### src/rtl/dllph_pkg.sv
package dllph_pkg;

    localparam int WORD_W      = 32;
    localparam int PH_W        = 4;
    localparam int PH_LSB      = 20;
    localparam int DLL_EN_BIT  = 16;
    localparam int CDR_EN_BIT  = 17;
    localparam int CK_OUT_BIT  = 18;
    localparam int EXT_SEL_BIT = 19;

    // Bits the sequencer may touch: enables 16..19 plus phase field 20..23
    localparam logic [WORD_W-1:0] CTRL_MASK = 32'h00FF_0000;

    typedef enum logic [2:0] {
        ST_IDLE,
        ST_PREP,
        ST_WAIT_OFF,
        ST_WRITE_PH,
        ST_CK_ON,
        ST_WAIT_ON,
        ST_FINISH
    } seq_state_e;

    typedef enum logic [2:0] {
        OP_HOLD,
        OP_PREP,
        OP_PHASE,
        OP_CK_ON,
        OP_FINISH
    } word_op_e;

    function automatic logic [PH_W-1:0] to_gray(input logic [PH_W-1:0] bin);
        return bin ^ (bin >> 1);
    endfunction

endpackage

### src/rtl/dllph_poll.sv
module dllph_poll
    import dllph_pkg::*;
#(
    parameter int GAP_CYCLES = 250,
    parameter int MAX_POLLS  = 50
) (
    input  logic clk,
    input  logic rst,
    input  logic active,
    input  logic status,
    input  logic want,
    output logic hit,
    output logic expire
);
    localparam int GAP_W = (GAP_CYCLES > 1) ? $clog2(GAP_CYCLES + 1) : 1;
    localparam int CNT_W = $clog2(MAX_POLLS + 1);

    logic [GAP_W-1:0] gap_q;
    logic [CNT_W-1:0] polls_q;
    logic             sample;
    logic             match;
    logic             last;

    assign sample = active && (gap_q == '0);
    assign match  = (status == want);
    assign last   = (polls_q == CNT_W'(MAX_POLLS - 1));
    assign hit    = sample && match;
    assign expire = sample && !match && last;

    always_ff @(posedge clk) begin
        if (rst || !active) begin
            gap_q   <= '0;
            polls_q <= '0;
        end else if (gap_q != '0) begin
            gap_q <= gap_q - 1'b1;
        end else if (!match && !last) begin
            polls_q <= polls_q + 1'b1;
            gap_q   <= GAP_W'(GAP_CYCLES - 1);
        end
    end

    assert_poll_limit_R8: assert property (@(posedge clk) disable iff (rst)
        active |-> (polls_q < CNT_W'(MAX_POLLS)));

    assert_gap_bound_R11: assert property (@(posedge clk) disable iff (rst)
        gap_q <= GAP_W'(GAP_CYCLES - 1));

endmodule

### src/rtl/dllph_word.sv
module dllph_word
    import dllph_pkg::*;
#(
    parameter logic [WORD_W-1:0] RESET_WORD = 32'h1200_00A5
) (
    input  logic              clk,
    input  logic              rst,
    input  word_op_e          op,
    input  logic [PH_W-1:0]   ph_code,
    output logic [WORD_W-1:0] word
);
    always_ff @(posedge clk) begin
        if (rst) begin
            word <= RESET_WORD;
        end else begin
            case (op)
                OP_PREP: begin
                    word[CDR_EN_BIT]  <= 1'b0;
                    word[CK_OUT_BIT]  <= 1'b0;
                    word[EXT_SEL_BIT] <= 1'b1;
                    word[DLL_EN_BIT]  <= 1'b1;
                end
                OP_PHASE:  word[PH_LSB +: PH_W] <= ph_code;
                OP_CK_ON:  word[CK_OUT_BIT] <= 1'b1;
                OP_FINISH: begin
                    word[CDR_EN_BIT]  <= 1'b1;
                    word[EXT_SEL_BIT] <= 1'b0;
                end
                default: ;
            endcase
        end
    end

    // The phase field may only move while the clock output is off
    assert_phase_when_off_R3: assert property (@(posedge clk) disable iff (rst)
        !$stable(word[PH_LSB +: PH_W]) |-> !word[CK_OUT_BIT]);

endmodule

### src/rtl/dllph_seq.sv
module dllph_seq
    import dllph_pkg::*;
#(
    parameter int                CLK_MHZ    = 250,
    parameter int                POLL_US    = 1,
    parameter int                MAX_POLLS  = 50,
    parameter logic [31:0]       RESET_WORD = 32'h1200_00A5
) (
    input  logic        clk,
    input  logic        rst,
    input  logic        start,
    input  logic [3:0]  phase_idx,
    input  logic        ck_out_status,
    output logic        busy,
    output logic        done,
    output logic        err,
    output logic [31:0] ctrl_word
);
    localparam int GAP_CYCLES = CLK_MHZ * POLL_US;

    seq_state_e      state_q, state_d;
    word_op_e        op;
    logic [PH_W-1:0] ph_q;
    logic            done_q, err_q;
    logic            fin, tmo;
    logic            poll_active, poll_want, poll_hit, poll_expire;

    assign busy        = (state_q != ST_IDLE);
    assign done        = done_q;
    assign err         = err_q;
    assign poll_active = (state_q == ST_WAIT_OFF) || (state_q == ST_WAIT_ON);
    assign poll_want   = (state_q == ST_WAIT_ON);

    always_comb begin
        state_d = state_q;
        op      = OP_HOLD;
        fin     = 1'b0;
        tmo     = 1'b0;
        case (state_q)
            ST_IDLE:     if (start) state_d = ST_PREP;
            ST_PREP: begin
                op      = OP_PREP;
                state_d = ST_WAIT_OFF;
            end
            ST_WAIT_OFF: begin
                if (poll_hit) begin
                    state_d = ST_WRITE_PH;
                end else if (poll_expire) begin
                    state_d = ST_IDLE;
                    tmo     = 1'b1;
                end
            end
            ST_WRITE_PH: begin
                op      = OP_PHASE;
                state_d = ST_CK_ON;
            end
            ST_CK_ON: begin
                op      = OP_CK_ON;
                state_d = ST_WAIT_ON;
            end
            ST_WAIT_ON: begin
                if (poll_hit) begin
                    state_d = ST_FINISH;
                end else if (poll_expire) begin
                    state_d = ST_IDLE;
                    tmo     = 1'b1;
                end
            end
            ST_FINISH: begin
                op      = OP_FINISH;
                state_d = ST_IDLE;
                fin     = 1'b1;
            end
            default: state_d = ST_IDLE;
        endcase
    end

    always_ff @(posedge clk) begin
        if (rst) begin
            state_q <= ST_IDLE;
            ph_q    <= '0;
            done_q  <= 1'b0;
            err_q   <= 1'b0;
        end else begin
            state_q <= state_d;
            done_q  <= fin | tmo;
            err_q   <= tmo;
            if (state_q == ST_IDLE && start) ph_q <= to_gray(phase_idx);
        end
    end

    dllph_poll #(
        .GAP_CYCLES (GAP_CYCLES),
        .MAX_POLLS  (MAX_POLLS)
    ) poll_i (
        .clk    (clk),
        .rst    (rst),
        .active (poll_active),
        .status (ck_out_status),
        .want   (poll_want),
        .hit    (poll_hit),
        .expire (poll_expire)
    );

    dllph_word #(
        .RESET_WORD (RESET_WORD)
    ) word_i (
        .clk     (clk),
        .rst     (rst),
        .op      (op),
        .ph_code (ph_q),
        .word    (ctrl_word)
    );

    assert_done_pulse_R7: assert property (@(posedge clk) disable iff (rst)
        done |=> !done);

    assert_done_idle_R7: assert property (@(posedge clk) disable iff (rst)
        done |-> !busy);

    assert_err_with_done_R8: assert property (@(posedge clk) disable iff (rst)
        err |-> done);

    assert_keep_other_R5: assert property (@(posedge clk) disable iff (rst)
        (ctrl_word & ~CTRL_MASK) == (RESET_WORD & ~CTRL_MASK));

    assert_busy_start_ignored_R10: assert property (@(posedge clk) disable iff (rst)
        (busy && start) |=> $stable(ph_q));

endmodule

### config.mk
export PLATFORM = sky130hd
export DESIGN_NAME = dllph_seq
export DESIGN_NICKNAME = d
export VERILOG_FILES = /design/src/rtl/dllph_pkg.sv /design/src/rtl/dllph_poll.sv /design/src/rtl/dllph_word.sv /design/src/rtl/dllph_seq.sv
export SDC_FILE = /design/constraint.sdc
export NUM_CORES = 1
export LEC_CHECK = 0
export BUFFER_PORTS_ARGS = -buffer_cell sky130_fd_sc_hd__clkbuf_2
export CORE_MARGIN = 5
export CORE_UTILIZATION = 25
export DETAILED_ROUTE_END_ITERATION = 8
export REMOVE_ABC_BUFFERS = 1
export SLEW_MARGIN = 40
export SYNTH_ARGS = -nofsm -noshare
export SYNTH_HDL_FRONTEND = slang
export SYNTH_SLANG_ARGS = --single-unit
### constraint.sdc
create_clock -name clk -period 2.7 [get_ports clk]
set_clock_uncertainty 0.15 [all_clocks]
set_input_delay 0.54 -clock clk [delete_from_list [all_inputs] [get_ports clk]]
set_output_delay 0.54 -clock clk [all_outputs]
set_load 0.02 [all_outputs]
# Word level (Yosys, flattened, before mapping)
# Index checks and enable logic that the tools add are counted.
# Widths: inputs -> output; s select.
# word_totals
register_bits	31
latch_bits	0
ram_bits	0
mem_bits_ro	0
input_bits	8
out_inout_bits	35
elab_cells	63
n_memories	0
# classes
addsub	2
multipliers	0
n_div	0
n_lt_le_gt_ge	0
n_eq_ne	13
n_shift	0
n_mux	15
bitwise	3
n_reduce_logical	20
# ops
op	count
$pmux 3 s6	1
$mux 8	2
$eq 3x2->1 const B	4
$eq 3x3->1 const B	4
$mux 3	4
$pmux 3 s4	1
$logic_not 8->1	1
$reduce_bool 8->1	1
$sub 8x1->8 const B	1
$add 6x1->6 const B	1
$eq 3x1->1 const B	2
$eq 6x6->1 const B	1
$logic_and 1x1->1	6
$pmux 1 s2	3
$reduce_bool 2->1	3
$mux 1	4
$xor 4x3->4	1
$logic_not 1->1	3
$logic_not 3->1	1
$reduce_bool 3->1	1
$logic_or 1x1->1	2
$ne 2x2->1 const B	1
$reduce_and 2->1	1
$reduce_or 2->1	1
3 further kinds	3

# Logic depth before layout (Yosys ltp)
# Gate-level depths: netlist (run 1).
# logic_depth
word_depth	9
ltp_mapped	7
ltp_nobuf	6

# By module
# Synthesis (run 1) repeated with hierarchy kept, for this count alone.
# unflattened
hier_cells	197
hier_area_um2	1774.2
# by_module_without_submodules
module	instances	cells_per_inst	area_each_um2	seq_area_each_um2
dllph_poll	1	85	772.0	280.3
dllph_word	1	58	510.5	160.2
dllph_seq	1	54	491.7	180.2

# Least setup slack after synthesis (run 1)
# Ideal clock, no wire load.
# synth_timing
kind	input to register
from	in ck_out_status
to	reg state_q[0]
t_arrival_ps	1663
t_required_ps	2433
setup_slack_ps	770
path_stages	4
path_buffers	1
cell_sequence	clkbuf_1 > mux2_2 > or3_4 > a22o_1
# synth_between
elab_chain_len	7
# synth_rtl
element	line	text
start, declared	dllph_seq.sv:13	input logic ck_out_status,
$eq 1x1->1 (*)	dllph_poll.sv:25	assign match = (status == want);
$logic_not 1->1	dllph_poll.sv:28	assign expire = sample && !match && last;
$logic_and 1x1->1 (2 in a row)	dllph_poll.sv:28	
$mux 3	n/a	
$mux 3, on equally long branches	dllph_seq.sv:62, dllph_seq.sv:46	
$pmux 3 s6 (*)	dllph_seq.sv:39	case (state_q)
end signal, assigned	dllph_seq.sv:85	state_q <= state_d;
end, declared	dllph_seq.sv:21	seq_state_e state_q, state_d;
# Every way passes the cells marked *; elsewhere a longest branch is shown, timed or not.
# A chain may end at the register's enable or synchronous reset.

# Worst setup path in the final report (run 1)
# layout_timing
from	reg poll_i.gap_q[0]
to	reg poll_i.gap_q[3]
# layout_between
elab_chain_len	2
# layout_rtl
element	line	text
start, declared	dllph_poll.sv:18	logic [GAP_W-1:0] gap_q;
start signal, assigned	dllph_poll.sv:35	gap_q <= gap_q - 1'b1;
start signal, assigned	dllph_poll.sv:38	gap_q <= GAP_W'(GAP_CYCLES - 1);
$sub 8x1->8 or $reduce_bool 8->1 (tied branches)	dllph_poll.sv:35, dllph_poll.sv:34	
$mux 8 or $reduce_bool 2->1 (tied branches)	n/a	
# Several ways; a longest one is shown, not always the timed one.

==> out/qor.yml, run 1 <==
synth:
  syn_inst: 198
  ys_seq_area_frac: 0.3642
  synthTopCellsByArea: "dfxtp_1 (36%), buf_4 (11%), a21oi_1 (5.3%)"
  synth_warnings: 0
  post-synth-top-area-cell: "dfxtp_1"
  synth_most_common_cell: "dfxtp_1"
  ys_types: 45
  synth_common_cells: "dfxtp_1 (31), buf_4 (24), a21oi_1 (18)"
  ys_seq_elements: 31
  avgSynthCellArea_um2: 8.607
  synthesis.area_um2: 1704
  synth_async_sr_flop_share: 0
  synth_top_flop_cell: "dfxtp_1"
  netlist.area_leader.share: 0.3642
  synth_edf_count: 0
cells_and_area:
  final-instance-count-excl-fill: 292
  stdcell_area_um2: 1866
  syn_to_final_growth_pct: 9.471
  fillCellCount: 713
  diodes: 0
  regArea_um2: 620.6
  multi_input_area_um2: 927.1
  fin_nets: 223
  drive_above_1_share: 0.1509
grt:
  grtUsageTotal: 0.07488
  grt_max_degree: 19
  grt_pass1_wl_um: 5388
  grt_pass1_vias: 1146
  grt_overflow: 0
  antenna_found_initial: 0
routing:
  ant_nets: 0
  wirelength_um: 3407
  drt_iter0_markers: 82
  wl_per_cell_um: 11.67
  vias: 1351
  via_per_inst: 4.627
  drc: 0
  firstDrtPassIters: 4
clock_tree:
  clock-root-buffer: "clkbuf_8"
  hold_buffers: 0
  path_clk_slew_ps: 70
  clock_latency_ps: 280
  cts_setup_buffers: 0
  h-tree-depth: 2
  cts_tree: "built"
  clock-sinks: 31
  cts_made_buffers: 5
  cts_buffer_depth: 2
sta:
  setup_viol: 0
  slew_headroom: 0.5886
  max_freq_mhz: 424.8
  fin_tns_setup_ps: 0
  worst_pin_slew_ps: 615.0
  finalCritPeriodShare: 0.8719
  rsz0062_at_grt: "false"
  finalHoldWorstSlack_ps: 331.3
  hold_viol: 0
  slew_violations: 0
  fin_crit_ps: 2354
floorplanning:
  die_h_um: 92.56
  ios: 43
  num_rows: 30
  dieArea_um2: 8567
  core-area_um2: 6719
  fp.dieW_um: 92.56
  start_util: 0.2536
power:
  vdd_drop_max_uv: 211.2
  p_leak_nw: 0.7408
  totalPowerFinal_mw: 1.295
  p_per_area_nw_per_um2: 694.1
run_status:
  outcome: "completed"
place:
  hpwl_um: 2459
  io_buffers: 18
  dp_cells: 284
  placed_cell_area_um2: 1750
  gp_congestion: 0.7972
setup_path:
  crit_arrival_ps: 2400
  worstPathRequired_ps: 2740
  worst-r2r-setup-slack_ps: 350
  cp-start-kind: "flop"
  cp-end-kind: "flop"
  cp_max_fo: 6
  critPathKind: "reg -> reg"
job:
  cap_violations: 0
min_path:
  worstHoldPathType: "reg -> reg"
[area by class of cell]
type / count / area share
inverters: 4 / 0.008048
clock buffers: 5 / 0.03689
multi-input cells: 151 / 0.4970
well taps: 80 / 0.05366
flip-flops and latches: 31 / 0.3327
clock inverters: 3 / 0.02347
repair buffers: 18 / 0.04829
[layout by cell type, fill, tap and decap left out, types with 4 or more instances in the layout]
cell and instances:
a211oi_1 6, a21oi_1 18, clkbuf_2 18, clkbuf_8 5, conb_1 24, dfxtp_1 31, ha_1 4, inv_1 4
mux2i_1 7, nand2_1 8, nand2b_1 5, nand3_1 8, nor2_1 17, o21ai_0 4, o31ai_1 6, xnor2_1 4
[flip-flops by register name (all words and copies together), names as in the netlist]
signal	cells
done	1
err	1
ph_q	4
poll_i.gap_q	8
poll_i.polls_q	6
state_q	3
word_i.word	8
[cell families (layout without fill, tap and decap cells)]
logic type,Yosys count,in the layout,share of synthesized area
simple gates,62,62,0.2048
compound gates,48,48,0.1821
buf+inv,38,30,0.1417
flops,31,31,0.3642
mux,8,8,0.04773
xor+xnor,5,5,0.02570
fa+ha+maj,4,4,0.02937
other cells,2,24,0.004407
[final timing paths]
| path | end | cells after the start | start |
|---|---|---|---|
| worst max-delay path | poll_i.gap_q[3] | 6 | poll_i.gap_q[0] |
| worst min-delay path | word_i.word[19] | 2 | word_i.word[19] |
| worst min register to register | word_i.word[19] | 2 | word_i.word[19] |
| worst max register to register | poll_i.gap_q[3] | 6 | poll_i.gap_q[0] |
[timing repair]
item                                    4_1_cts  5_1_grt
resized for setup                             0        1
hold endpoints to repair                      0        0
endpoints found under the setup margin        0        1
[through the flow]
step | utilization | setup WS [ps]
after floorplan | - | 599.6
after global placement | 0.2605 | 395.3
after detailed placement | 0.2605 | 272.5
after CTS | 0.2773 | 267.7
after global routing | 0.2777 | 85.00
final | 0.2777 | 345.9
[worst max-delay path: stages (launching register included)]
cell and delay, ps:
dfxtp_1 340, inv_1 80, ha_1 160, nor3b_1 510, and2_0 390, nand3_1 300, a221oi_1 330
[power by group]
group / switching [mW] / internal, mW / leakage, nW
Combinational: 0.203 / 0.103 / 0.431
Clock: 0.183 / 0.275 / 0.0581
Sequential: 0.0417 / 0.490 / 0.252
[layer usage]
layer | global-route usage | up-vias | wire [um]
met2 | 0.1172 | 38 | 1629
met1 | 0.1007 | 621 | 1615
met5 | 0 | - | 0
met3 | 0.01462 | 9 | 128
met4 | 0.02970 | 0 | 34
li1 | - | 683 | -
Power figures use the tool's default switching activity.
==> run 2: changes to the inputs <==
--- a/config.mk
+++ b/config.mk
@@ -13,4 +13,5 @@
 export SLEW_MARGIN = 40
 export SYNTH_ARGS = -nofsm -noshare
 export SYNTH_HDL_FRONTEND = slang
+export SYNTH_HIERARCHICAL = 1
 export SYNTH_SLANG_ARGS = --single-unit
==> run 2 against run 1 <==
Against the previous run: total power shrank 13%; cell count grew 6.5%; synthesized cell count shrank 0.51%; critical endpoint is now state_q[0]; clock-buffer cell count grew 3; largest power group unchanged; maximum frequency grew 5.9%; die area grew 3.7%; sequential power shrank 5.1%.
==> out/qor.yml, run 2 <==
synth:
  synth_top_flop_cell: "dfxtp_1"
  syn_inst: 197  # -0.51%
  ys_seq_elements: 31  # unchanged
  netlist.area_leader.share: 0.3498  # -0.01438
  post-synth-top-area-cell: "dfxtp_1"
  synth_common_cells: "dfxtp_1 (31), buf_4 (26), nor2_1 (22)"
  synth_edf_count: 0  # unchanged
  synth_most_common_cell: "dfxtp_1"
  synthTopCellsByArea: "dfxtp_1 (35%), buf_4 (11%), nor2_1 (4.7%)"
  synthesis.area_um2: 1774  # +4.1%
  synth_warnings: 6  # +6
  avgSynthCellArea_um2: 9.006  # +4.6%
  ys_types: 48  # +6.7%
  synth_async_sr_flop_share: 0  # unchanged
  ys_seq_area_frac: 0.3498  # -0.01438
setup_path:
  critPathKind: "reg -> reg"
  crit_arrival_ps: 2280  # -120 ps
  cp_max_fo: 13  # +7
  worstPathRequired_ps: 2760  # +20 ps
  slowest_stage: "dfxtp_1"
  cp-end-kind: "flop"
  path_cells: "and3b_2, or2_2, and3_1, nand2b_1, or3_1, a21oi_1"
  cp-start-kind: "flop"
  path_delay_family: "simple AND/OR/NAND/NOR gates"
  crit_buf_inv: 0  # -1
  crit_path_max_incr_delay_ps: 570  # +60 ps
grt:
  antenna_found_initial: 0  # unchanged
  grt_overflow: 0  # unchanged
  use_met3: 0.02564  # +0.01102
  grt_max_degree: 17  # -2
  busiest_layer: "met2"
  grtUsageTotal: 0.07931  # +0.004426
  met2_usage: 0.1206  # +0.003347
  grtUsageMet1: 0.09542  # -0.005269
  grt_pass1_wl_um: 5499  # +2.1%
  grt_pass1_vias: 1213  # +5.8%
cells_and_area:
  reg.largest.list: "poll_i/gap_q: 8 flops, word_i/word: 8 flops, poll_i/polls_q: 6 flops"
  fillCellCount: 748  # +4.9%
  final_common_cell: "dfxtp_1"
  utilization: 0.2818  # +0.004131
  fin_nets: 226  # +1.3%
  drive_above_1_share: 0.1628  # +0.01185
  final-instance-count-excl-fill: 311  # +6.5%
  syn_to_final_growth_pct: 9.097
  diodes: 0  # unchanged
  final_cell_mix: "dfxtp_1 (31), conb_1 (24), nor2_1 (22), clkbuf_2 (18), a21oi_1 (11)"
  stdcell_area_um2: 1936  # +3.8%
clock_tree:
  cts_buffer_depth: 2  # unchanged
  path_clk_slew_ps: 60  # about the same
  cts_tree: "built"
  hold_buffers: 0  # unchanged
  cts_setup_buffers: 0  # unchanged
  clock-root-buffer: "clkbuf_8"
  h-tree-depth: 2  # unchanged
  cts_resized: 0  # unchanged
  clock-sinks: 31  # unchanged
  cts_made_buffers: 5  # unchanged
  clock_latency_ps: 280  # about the same
power:
  vdd_drop_max_uv: 160.3  # -24%
  p_per_area_nw_per_um2: 581.9  # -16%
  p_leak_nw: 0.7560  # +2.1%
  totalPowerFinal_mw: 1.126  # -13%
floorplanning:
  start_util: 0.2583  # +0.004657
  fp.dieW_um: 94.24  # +1.8%
  dieArea_um2: 8881  # +3.7%
  ios: 43  # unchanged
  core-area_um2: 6869  # +2.2%
  die_h_um: 94.24  # +1.8%
  num_rows: 30  # unchanged
sta:
  slew_headroom: 0.6041  # +0.01543
  fin_crit_ps: 2223  # -131.6 ps
  max_freq_mhz: 449.9  # +5.9%
  slew_violations: 0  # unchanged
  hold_viol: 0  # unchanged
  fin_tns_setup_ps: 0  # unchanged
  finalCritPeriodShare: 0.8232  # -0.04873
  setup_viol: 0  # unchanged
  rsz0062_at_grt: "false"
  worst_pin_slew_ps: 593.9  # -21.05 ps
place:
  hpwl_um: 2380  # -3.2%
  gp_congestion: 0.7651  # -4.0%
  placed_cell_area_um2: 1836  # +4.9%
  io_buffers: 18  # unchanged
  dp_cells: 303  # +6.7%
routing:
  wirelength_um: 3293  # -3.3%
  ant_nets: 0  # unchanged
  drc: 0  # unchanged
  wl_per_cell_um: 10.59  # -9.3%
  vias: 1331  # -1.5%
  firstDrtPassIters: 4  # unchanged
  drt_iter0_markers: 74  # -9.8%
  via_per_inst: 4.280  # -7.5%
min_path:
  worstHoldPathType: "reg -> reg"
run_status:
  outcome: "completed"
job:
  cap_violations: 0  # unchanged
## run 2: logic make-up after synthesis
logic type      count (synthesis)  synth area share
compound gates                 41            0.1622
xor+xnor                        8           0.03949
fa+ha+maj                       4           0.02821
buf+inv                        38            0.1474
flops                          31            0.3498
mux                             6           0.03385
other cells                     2          0.004233
simple gates                   67            0.2348
## run 2: path summary, 6_finish.rpt
check,from,cells after the start,slack [ps],to
setup / recovery,state_q[1],6,480,state_q[0]
hold reg to reg,word_i/word[16],2,320,word_i/word[16]
setup reg to reg,state_q[1],6,480,state_q[0]
hold / removal,word_i/word[16],2,320,word_i/word[16]
## run 2: stage by stage
| stage | hold WS, ps | setup slack [ps] |
|---|---|---|
| after floorplan | 300.1 | 657.9 |
| after global placement | 304.1 | 530.3 |
| after detailed placement | 311.4 | 495.1 |
| after CTS | 327.9 | 474.6 |
| after global routing | 362.9 | 285.2 |
| final | 323.2 | 477.5 |
## run 2: final cells by class
cell class | count | area (um2) | area share
Sequential cell | 31 | 620.6 | 0.3206
Clock buffer | 8 | 100.1 | 0.05171
Inverter | 8 | 30.03 | 0.01551
Timing Repair Buffer | 18 | 90.09 | 0.04654
Multi-Input combinational cell | 150 | 974.7 | 0.5036
Tap cell | 96 | 120.1 | 0.06206
## run 2: worst reg2reg max path, stage by stage (launching register included)
cell	delay (ps)
dfxtp_1	570
and3b_2	290
or2_2	320
and3_1	190
nand2b_1	160
or3_1	320
a21oi_1	150
## run 2: power by group
| part | switching (mW) | internal, mW | total [mW] |
|---|---|---|---|
| Combinational | 0.135 | 0.0827 | 0.218 |
| Sequential | 0.0259 | 0.479 | 0.505 |
| Clock | 0.171 | 0.232 | 0.403 |
| Total | 0.332 | 0.794 | 1.13 |
## run 2: routing by layer
layer	share of wire	up-vias
li1	-	682
met1	0.46	610
met2	0.45	32
met3	0.060	7
met4	0.028	0
met5	0	-
